File: config.mk
export PLATFORM = sky130hd
export DESIGN_NAME = gdc_top
export DESIGN_NICKNAME = d
export VERILOG_FILES = /design/src/rtl/gdc_pkg.sv /design/src/rtl/gdc_gate_sync.sv /design/src/rtl/gdc_slice.sv /design/src/rtl/gdc_top.sv
export SDC_FILE = /design/constraint.sdc
export NUM_CORES = 1
export LEC_CHECK = 0
export ABC_CLOCK_PERIOD_IN_PS = 2540
export BUFFER_PORTS_ARGS = -buffer_cell sky130_fd_sc_hd__buf_4
export CAP_MARGIN = 0
export CORE_MARGIN = 1
export CORE_UTILIZATION = 40
export DETAILED_ROUTE_END_ITERATION = 8
export GPL_ROUTABILITY_DRIVEN = 0
export GPL_TIMING_DRIVEN = 0
export RECOVER_POWER = 50
export SLEW_MARGIN = 25
export SYNTH_ARGS = -nofsm -noshare
export SYNTH_HDL_FRONTEND = slang
export SYNTH_SLANG_ARGS = --single-unit
File: constraint.sdc
create_clock -name clk_i -period 2.54 [get_ports clk_i]
set_clock_uncertainty 0.15 [all_clocks]
set_input_delay 0 -clock clk_i [delete_from_list [all_inputs] [get_ports clk_i]]
set_output_delay 0 -clock clk_i [all_outputs]
set_load 0.02 [all_outputs]
File: src/rtl/gdc_pkg.sv
`timescale 1ns/1ps
package gdc_pkg;
  typedef enum logic [1:0] {
    SEL_COUNT   = 2'd0,
    SEL_PERIOD  = 2'd1,
    SEL_COMPARE = 2'd2,
    SEL_NONE    = 2'd3
  } reg_sel_e;
endpackage

File: src/rtl/gdc_gate_sync.sv
`timescale 1ns/1ps
module gdc_gate_sync #(
  parameter int STAGES = 2
) (
  input  logic clk_i,
  input  logic rst_ni,
  input  logic en_i,
  input  logic gate_i,
  output logic gate_s_o
);
  logic [STAGES-1:0] sr_q;

  always_ff @(posedge clk_i or negedge rst_ni) begin
    if (!rst_ni)    sr_q <= '0;
    else if (!en_i) sr_q <= '0;
    else            sr_q <= {sr_q[STAGES-2:0], gate_i};
  end

  assign gate_s_o = sr_q[STAGES-1];

  AST_SYNC_CLEARED: assert property (@(posedge clk_i) disable iff (!rst_ni)
    !en_i |=> !gate_s_o);
endmodule

File: src/rtl/gdc_slice.sv
`timescale 1ns/1ps
module gdc_slice #(
  parameter int W = 8
) (
  input  logic         clk_i,
  input  logic         rst_ni,
  input  logic         run_i,
  input  logic         borrow_i,
  input  logic         reload_i,
  input  logic         wr_per_i,
  input  logic         wr_cmp_i,
  input  logic         wr_ld_i,
  input  logic [W-1:0] wr_data_i,
  output logic         borrow_o,
  output logic [W-1:0] cnt_o,
  output logic [W-1:0] per_o,
  output logic [W-1:0] cmpv_o
);
  logic [W-1:0] cnt_q, per_q, cmpv_q;
  logic         zero;

  assign zero     = (cnt_q == '0);
  assign borrow_o = borrow_i & zero;

  always_ff @(posedge clk_i or negedge rst_ni) begin
    if (!rst_ni) begin
      cnt_q  <= '0;
      per_q  <= '0;
      cmpv_q <= '0;
    end else begin
      if (wr_per_i) per_q  <= wr_data_i;
      if (wr_cmp_i) cmpv_q <= wr_data_i;
      if (run_i && reload_i)      cnt_q <= per_q;
      else if (run_i && borrow_i) cnt_q <= cnt_q - 1'b1;
      else if (wr_ld_i)           cnt_q <= wr_data_i;
    end
  end

  assign cnt_o  = cnt_q;
  assign per_o  = per_q;
  assign cmpv_o = cmpv_q;

  AST_SLICE_WRAP: assert property (@(posedge clk_i) disable iff (!rst_ni)
    (run_i && borrow_i && !reload_i && zero) |=> (cnt_q == '1));
endmodule

File: src/rtl/gdc_top.sv
`timescale 1ns/1ps
module gdc_top
  import gdc_pkg::*;
#(
  parameter int SLICE_W    = 8,
  parameter int NUM_SLICES = 3,
  parameter int SYNC_STAGES = 2
) (
  input  logic                          clk_i,
  input  logic                          rst_ni,
  input  logic                          blk_tick_i,
  input  logic                          en_i,
  input  logic                          gate_i,
  input  logic                          wr_en_i,
  input  logic [1:0]                    wr_sel_i,
  input  logic [SLICE_W*NUM_SLICES-1:0] wr_data_i,
  input  logic [1:0]                    rd_sel_i,
  output logic [SLICE_W*NUM_SLICES-1:0] rd_data_o,
  output logic                          tc_o,
  output logic                          cmp_o
);
  localparam int CW = SLICE_W * NUM_SLICES;

  logic            gate_s, run, all_zero, wr_per, wr_cmp, wr_ld;
  logic [NUM_SLICES:0] borrow;
  logic [CW-1:0]   cnt_full, per_full, cmp_full;

  gdc_gate_sync #(.STAGES(SYNC_STAGES)) u_sync (
    .clk_i, .rst_ni, .en_i, .gate_i, .gate_s_o(gate_s)
  );

  assign run    = blk_tick_i & en_i & gate_s;
  assign wr_per = wr_en_i & (wr_sel_i == SEL_PERIOD);
  assign wr_cmp = wr_en_i & (wr_sel_i == SEL_COMPARE);
  assign wr_ld  = wr_per & ~en_i;

  // slice 0 always has a borrow request; chain ripples upward
  assign borrow[0] = 1'b1;
  assign all_zero  = borrow[NUM_SLICES];

  for (genvar k = 0; k < NUM_SLICES; k++) begin : g_slice
    gdc_slice #(.W(SLICE_W)) u_slice (
      .clk_i,
      .rst_ni,
      .run_i     (run),
      .borrow_i  (borrow[k]),
      .reload_i  (all_zero),
      .wr_per_i  (wr_per),
      .wr_cmp_i  (wr_cmp),
      .wr_ld_i   (wr_ld),
      .wr_data_i (wr_data_i[k*SLICE_W +: SLICE_W]),
      .borrow_o  (borrow[k+1]),
      .cnt_o     (cnt_full[k*SLICE_W +: SLICE_W]),
      .per_o     (per_full[k*SLICE_W +: SLICE_W]),
      .cmpv_o    (cmp_full[k*SLICE_W +: SLICE_W])
    );
  end

  assign tc_o  = en_i & gate_s & all_zero;
  assign cmp_o = en_i & (cnt_full <= cmp_full);

  always_comb begin
    unique case (rd_sel_i)
      SEL_COUNT:   rd_data_o = cnt_full;
      SEL_PERIOD:  rd_data_o = per_full;
      SEL_COMPARE: rd_data_o = cmp_full;
      default:     rd_data_o = '0;
    endcase
  end

  AST_RELOAD_PERIOD: assert property (@(posedge clk_i) disable iff (!rst_ni)
    (run && tc_o) |=> (cnt_full == $past(per_full)));
  AST_DECREMENT: assert property (@(posedge clk_i) disable iff (!rst_ni)
    (run && !tc_o) |=> (cnt_full == CW'($past(cnt_full) - 1'b1)));
  AST_HOLD_IDLE: assert property (@(posedge clk_i) disable iff (!rst_ni)
    (!run && !wr_ld) |=> $stable(cnt_full));
  AST_DISABLED_QUIET: assert property (@(posedge clk_i) disable iff (!rst_ni)
    (!en_i && $past(!en_i)) |-> (!tc_o && !cmp_o));
endmodule

# Yosys cells after proc, flatten, opt, wreduce, memory -nomap -nowiden
# Cells that the tools add are included.
classes:
  addsub: 3
  n_lt_le_gt_ge: 1
  eq_ne: 4
  muxes: 11
  bitwise: 11
  reduce_logical: 10
ops:
  columns: ["op", "n"]
  rows:
  - ["$mux W8", 9]
  - ["$pmux W24 S3", 1]
  - ["$le A24 B24 Y1", 1]
  - ["$logic_not A8 Y1", 3]
  - ["$sub A8 B1 Y8 const B", 3]
  - ["$and A1 B1 Y1", 10]
  - ["$reduce_bool A3 Y1", 3]
  - ["$eq A2 B1 Y1 const B", 2]
  - ["$eq A2 B2 Y1 const B", 2]
  - ["$logic_and A1 B1 Y1", 3]
  - ["$logic_not A2 Y1", 1]
  - ["$mux W2", 1]
  - ["$not A1 Y1", 1]
word_totals:
  ff_bits: 74
  input_bits: 34
  output_inout_bits: 26

# Logic depth before layout (Yosys ltp)
depth:
  ltp_word: 6
  mapped_depth: 10
  mapped_depth_nobuf: 7

# Hierarchy
# A second synthesis with hierarchy kept.
unflattened:
  hier_cells: 491
  area_unflattened_um2: 4906.0
by_module_without_submodules:
  columns: ["mod", "n_inst", "cells_per_inst", "area_per_inst_um2"]
  rows:
  - ["gdc_slice (g_slice[0].u_slice ...)", 2, 104, 1236.2]
  - ["gdc_slice (g_slice[1].u_slice)", 1, 107, 1233.7]
  - ["gdc_top", 1, 172, 1137.3]
  - ["gdc_gate_sync", 1, 4, 62.6]

# Worst setup path before layout
# OpenSTA, ideal clock, no wires.
synth_timing:
  path_kind: "register -> register"
  startpoint: "reg g_slice[2].u_slice.cnt_q[0]"
  endpoint: "reg g_slice[0].u_slice.cnt_q[0]"
  setup_time_ns: 0.123
  arrival_ns: 2.272
  path_slack_ns: -0.005
  path_stages_with_launch: 9
  n_path_buf: 1
  synth_period_minus_slack_ns: 2.545
  cell_sequence: "dfrtp_1 > inv_1 > ha_1 > or4b_4 > or4_4 > buf_6 > nor3_4 > a21oi_1 > o221a_1"
synth_via:
  elab_chain_cells: 4
synth_lines:
  columns: ["item", "line_no", "source"]
  rows:
  - ["from (decl)", "gdc_slice.sv:19", "logic [W-1:0] cnt_q, per_q, cmpv_q;"]
  - ["from (signal assigned)", "gdc_slice.sv:33", "if (run_i && reload_i) cnt_q <= per_q;"]
  - ["from (signal assigned)", "gdc_slice.sv:34", "else if (run_i && borrow_i) cnt_q <= cnt_q - 1'b1;"]
  - ["from (signal assigned)", "gdc_slice.sv:35", "else if (wr_ld_i) cnt_q <= wr_data_i;"]
  - ["$logic_not A8 Y1 (*)", "gdc_slice.sv:22", "assign zero = (cnt_q == '0);"]
  - ["$and A1 B1 Y1 (*)", "gdc_slice.sv:23", "assign borrow_o = borrow_i & zero;"]
  - ["$logic_and A1 B1 Y1 (*)", "gdc_slice.sv:33", null]
  - ["$reduce_bool A3 Y1 (no source line) / $mux W8 (equally long branches)", null, null]
  - ["to (signal assigned)", "gdc_slice.sv:33", null]
  - ["to (signal assigned)", "gdc_slice.sv:34", null]
  - ["to (signal assigned)", "gdc_slice.sv:35", null]
  - ["to (decl)", "gdc_slice.sv:19", null]
# Mark *: on every way between the ends. The rest lies on a longest branch, timed or not.
# A chain may end at the register's enable or synchronous reset.

# Worst setup path in the final report
layout_timing:
  startpoint: "reg g_slice[2].u_slice.cnt_q[0]"
  endpoint: "out tc_o"
layout_via:
  elab_chain_cells: 3
layout_lines:
  columns: ["item", "line_no", "source"]
  rows:
  - ["$logic_not A8 Y1", "gdc_slice.sv:22", null]
  - ["$and A1 B1 Y1", "gdc_slice.sv:23", null]
  - ["$and A1 B1 Y1", "gdc_top.sv:59", "assign tc_o = en_i & gate_s & all_zero;"]
  - ["to (decl)", "gdc_top.sv:19", "output logic tc_o,"]
# Every way passes these cells.

==> reports/results.md <==
| Group | Quantity | This run |
| --- | --- | --- |
| yosys | Warnings from Yosys | 0 |
| global routing | Number of antenna violations at the first check in global routing | 0 |
| global routing | Vias in the first global route | 4257 |
| sta | RSZ-0062 raised after global routing | true |
| yosys | Instance count of the mapped netlist | 506 |
| yosys | Count of flip-flops with a built-in enable after synthesis | 0 |
| clock tree | Clock insertion delay at the later pin of the skew report | 0.34 ns |
| place | Count of input and output buffers | 58 |
| yosys | Distinct cell type count after synthesis | 48 |
| clock tree | Clock-pin slew on the worst setup and hold paths | 0.06 ns |
| yosys | Dominant synthesized flop cell | dfrtp_1 |
| drt | DR WL/cell | 18.14 µm |
| global routing | Remaining global-route overflow | 0 |
| outcome | Violated checks | capacitance limit, slew limit, setup timing |
| sta | Highest achievable clock rate | 0.3807 GHz |
| drt | Routed via count | 4173 |
| sta | PnR worst setup slack | -0.08664 ns |
| floorplan | Die Area | 12290 µm² |
| critical path | Element type at the critical path end | output port |
| drt | Detailed-route vias per instance | 5.491 |
| critical path | Kind of start point of the critical path | register |
| global routing | GRT Total Usage | 0.2334 |
| place | Post-DP Area | 5354 µm² |
| layout | Combined flip-flop and latch cell area | 1853 µm² |
| floorplan | Die Y-Extent | 110.9 µm |
| sta | Slew margin rel. | -0.2676 |
| place | Pre-CTS setup slack | -0.6746 ns |
| layout | Fill count | 1047 |
| power and ir drop | Leakage Power | 2.811 nW |
| critical path | FF-to-FF path depth | 10 |
| floorplan | Number of cell rows | 39 |
| critical path | Arrival time at the worst endpoint | 2.48 ns |
| power and ir drop | Peak supply drop | 0.4292 mV |
| yosys | Post-synth design cell area | 4740 µm² |
| clock tree | Num CTS Buffers | 9 |
| run | Number of max-cap violations | 1 |
| yosys | Synthesized area divided by synthesized cell count | 9.367 µm² |
| place | Total half-perimeter wirelength after legalization and detailed placement | 9296 µm |
| layout | Post-route non-filler standard cell count | 760 |
| yosys | Count of state elements after synthesis | 74 |
| power and ir drop | Post-layout power | 4.204 mW |
| floorplan | Initial core utilization | 0.4133 |
| layout | Final core area utilization | 0.5394 |
| layout | Diode insertion count for antenna repair | 0 |
| yosys | Fraction of the yosys area taken by sequential cells | 0.3907 |
| sta | Slew Viols, Final | 75 |
| sta | Post-route clock period utilization | 1.034 |
| outcome | Run status | finished with violations |
| sta | Count of final hold-check violations | 0 |
| global routing | Largest net degree at the start of global routing | 75 |
| clock tree | Maximum root-to-sink buffer count | 2 |
| layout | Fraction of final layout cells with drive strength greater than 1 | 0.2755 |
| global routing | Wire length of the first global-routing pass | 22300 µm |
| clock tree | Clock tree from TritonCTS | built |
| drt | ANT nets after route | 0 |
| drt | Remaining DRCs | 0 |
| yosys | Post-synth ARST share | 1.000 |
| floorplan | Die width | 110.9 µm |
| sta | Endpoints failing setup | 16 |
| sta | Setup Total Neg Slack | -0.4791 ns |
| drt | Post-detailed-routing wire length | 13790 µm |
| place | Number of instances in the placed design | 707 |
| yosys | Post-synthesis net count | 569 |
| sta | Crit path time final | 2.627 ns |
| layout | Area occupied by multi-input gates | 2803 µm² |
| critical path | Maximum fanout along the worst path | 3 |
| drt | 1st-pass router iterations | 4 |
| power and ir drop | P per Cell Area | 679.6 nW/µm² |
| clock tree | Clock root buffer | clkbuf_16 |
| clock tree | H-Tree Depth | 3 |
| critical path | Critical setup path kind | reg -> out |
| drt | Drt initial violations | 179 |
| sta | Worst hold margin | 0.06742 ns |
| layout | Area growth from synthesis to layout | 30.52% |
| layout | Post-route cell area | 6186 µm² |
| min path | Class of the worst hold path | in -> reg |
| floorplan | Floorplan Core Area | 11470 µm² |
| layout | # nets final | 675 |
| min path | Worst hold path stage count | 3 |
| critical path | Data required time at the worst endpoint | 2.39 ns |
| floorplan | IO Pins | 60 |
| sta | Least-Margin Pin Slew | 1.901 ns |
| clock tree | Clock sink count | 74 |
[path summary, 6_finish.rpt]
kind | startpoint | endpoint | slack [ns]
hold reg to reg | u_sync.sr_q[0] | u_sync.sr_q[1] | 0.32
min in group asynchronous | rst_ni | g_slice[0].u_slice.per_o[3] | 0.58
hold / removal | en_i | u_sync.sr_q[0] | 0.07
setup reg to reg | g_slice[2].u_slice.cnt_o[0] | g_slice[1].u_slice.cnt_o[7] | -0.06
setup / recovery | g_slice[2].u_slice.cnt_o[0] | tc_o | -0.09
max in group asynchronous | rst_ni | g_slice[2].u_slice.cnt_o[3] | 0.41
[cells in the final DEF, fill, tap and decap left out, types with 3 or more instances in the layout]
cell,n
a211o_1,4
a21oi_1,15
a31oi_1,13
and2_1,4
and3_1,6
buf_1,3
buf_4,64
buf_6,6
clkbuf_1,15
clkbuf_16,10
clkinv_2,4
dfrtp_1,73
dlygate4sd3_1,26
ha_1,27
inv_1,30
mux2_2,47
mux2i_1,29
nand2_1,60
nand2_2,7
nand2b_1,3
nand3_1,15
nand3b_1,4
nand4_1,5
nor2_1,30
nor2b_1,3
o211ai_1,11
o21ai_0,33
o31ai_1,3
or4_1,3
xnor2_1,8
[flip-flops by register name (all words and copies together), names as in the netlist]
signal                  count
g_slice.u_slice.cmpv_o     24
g_slice.u_slice.cnt_o      24
g_slice.u_slice.per_o      24
u_sync.sr_q                 2
[critical path: stages (launching register included)]
cell and delay (ns):
dfrtp_1 0.39, inv_1 0.08, ha_2 0.19, or4b_4 0.47, or4_4 0.44, buf_8 0.14, buf_4 0.13, nor3_4 0.15
buf_6 0.15
[area by class of cell]
| class | count | area share |
|---|---|---|
| Multi-Input combinational cell | 375 | 0.4531 |
| Sequential cell | 74 | 0.2996 |
| Tap cell | 143 | 0.02892 |
| Timing Repair Buffer | 98 | 0.1349 |
| Buffer | 23 | 0.01922 |
| Inverter | 31 | 0.01881 |
| Clock inverter | 5 | 0.004652 |
| Clock buffer | 11 | 0.04086 |
[kinds of logic (layout without fill, tap and decap cells)]
group | count (synthesis) | in the layout | synth area share
adder cells (fa/ha/maj) | 29 | 29 | 0.07656
XOR/XNOR | 10 | 10 | 0.01848
multiplexers | 76 | 76 | 0.1729
AND/OR/NAND/NOR | 163 | 163 | 0.1671
flip-flops | 74 | 74 | 0.3907
AO/OA/AOI/OAI | 97 | 97 | 0.1257
buffers and inverters | 57 | 168 | 0.04857
[where the power goes]
group	leakage (nW)	switching, mW	total, mW	internal, mW
Sequential	0.874	0.275	1.68	1.40
Combinational	1.79	0.662	1.31	0.647
Clock	0.145	0.506	1.21	0.709
Total	2.81	1.44	4.20	2.76
[per-layer routing]
layer  routed length (µm)  up-vias  global-route usage
met3                  609       19             0.04046
met4                  246        0             0.08622
met2                 6634       99              0.3822
li1                     -     2010                   -
met5                    0        -                   0
met1                 6296     2045              0.3089
[synth_stat cells (4+ instances only)]
cell type / instances / area (µm²)
inv_1: 31 / 116.4
xnor2_1: 8 / 70.07
and2_1: 4 / 25.02
mux2i_1: 29 / 290.3
clkbuf_1: 20 / 75.07
nor2_1: 32 / 120.1
ha_1: 29 / 362.9
a21oi_1: 15 / 75.07
nand3b_1: 4 / 30.03
o211ai_1: 11 / 82.58
mux2_2: 47 / 529.3
nand4_1: 5 / 31.28
nand2_1: 69 / 259.0
a211o_1: 4 / 35.03
nand3_1: 15 / 75.07
o21ai_0: 36 / 180.2
dfrtp_1: 74 / 1852
nor4_1: 4 / 25.02
or4_1: 4 / 30.03
a31oi_1: 14 / 87.58
and3_1: 7 / 43.79
[repair_timing]
item,CTS,global route
hold buffers,26,0
setup buffers,9,3
endpoints found under the setup margin,26,26
hold endpoints to repair,146,0
pin swaps,3,13
resized for setup,16,34
cloned,0,2
(Power assumes the default switching activity.)
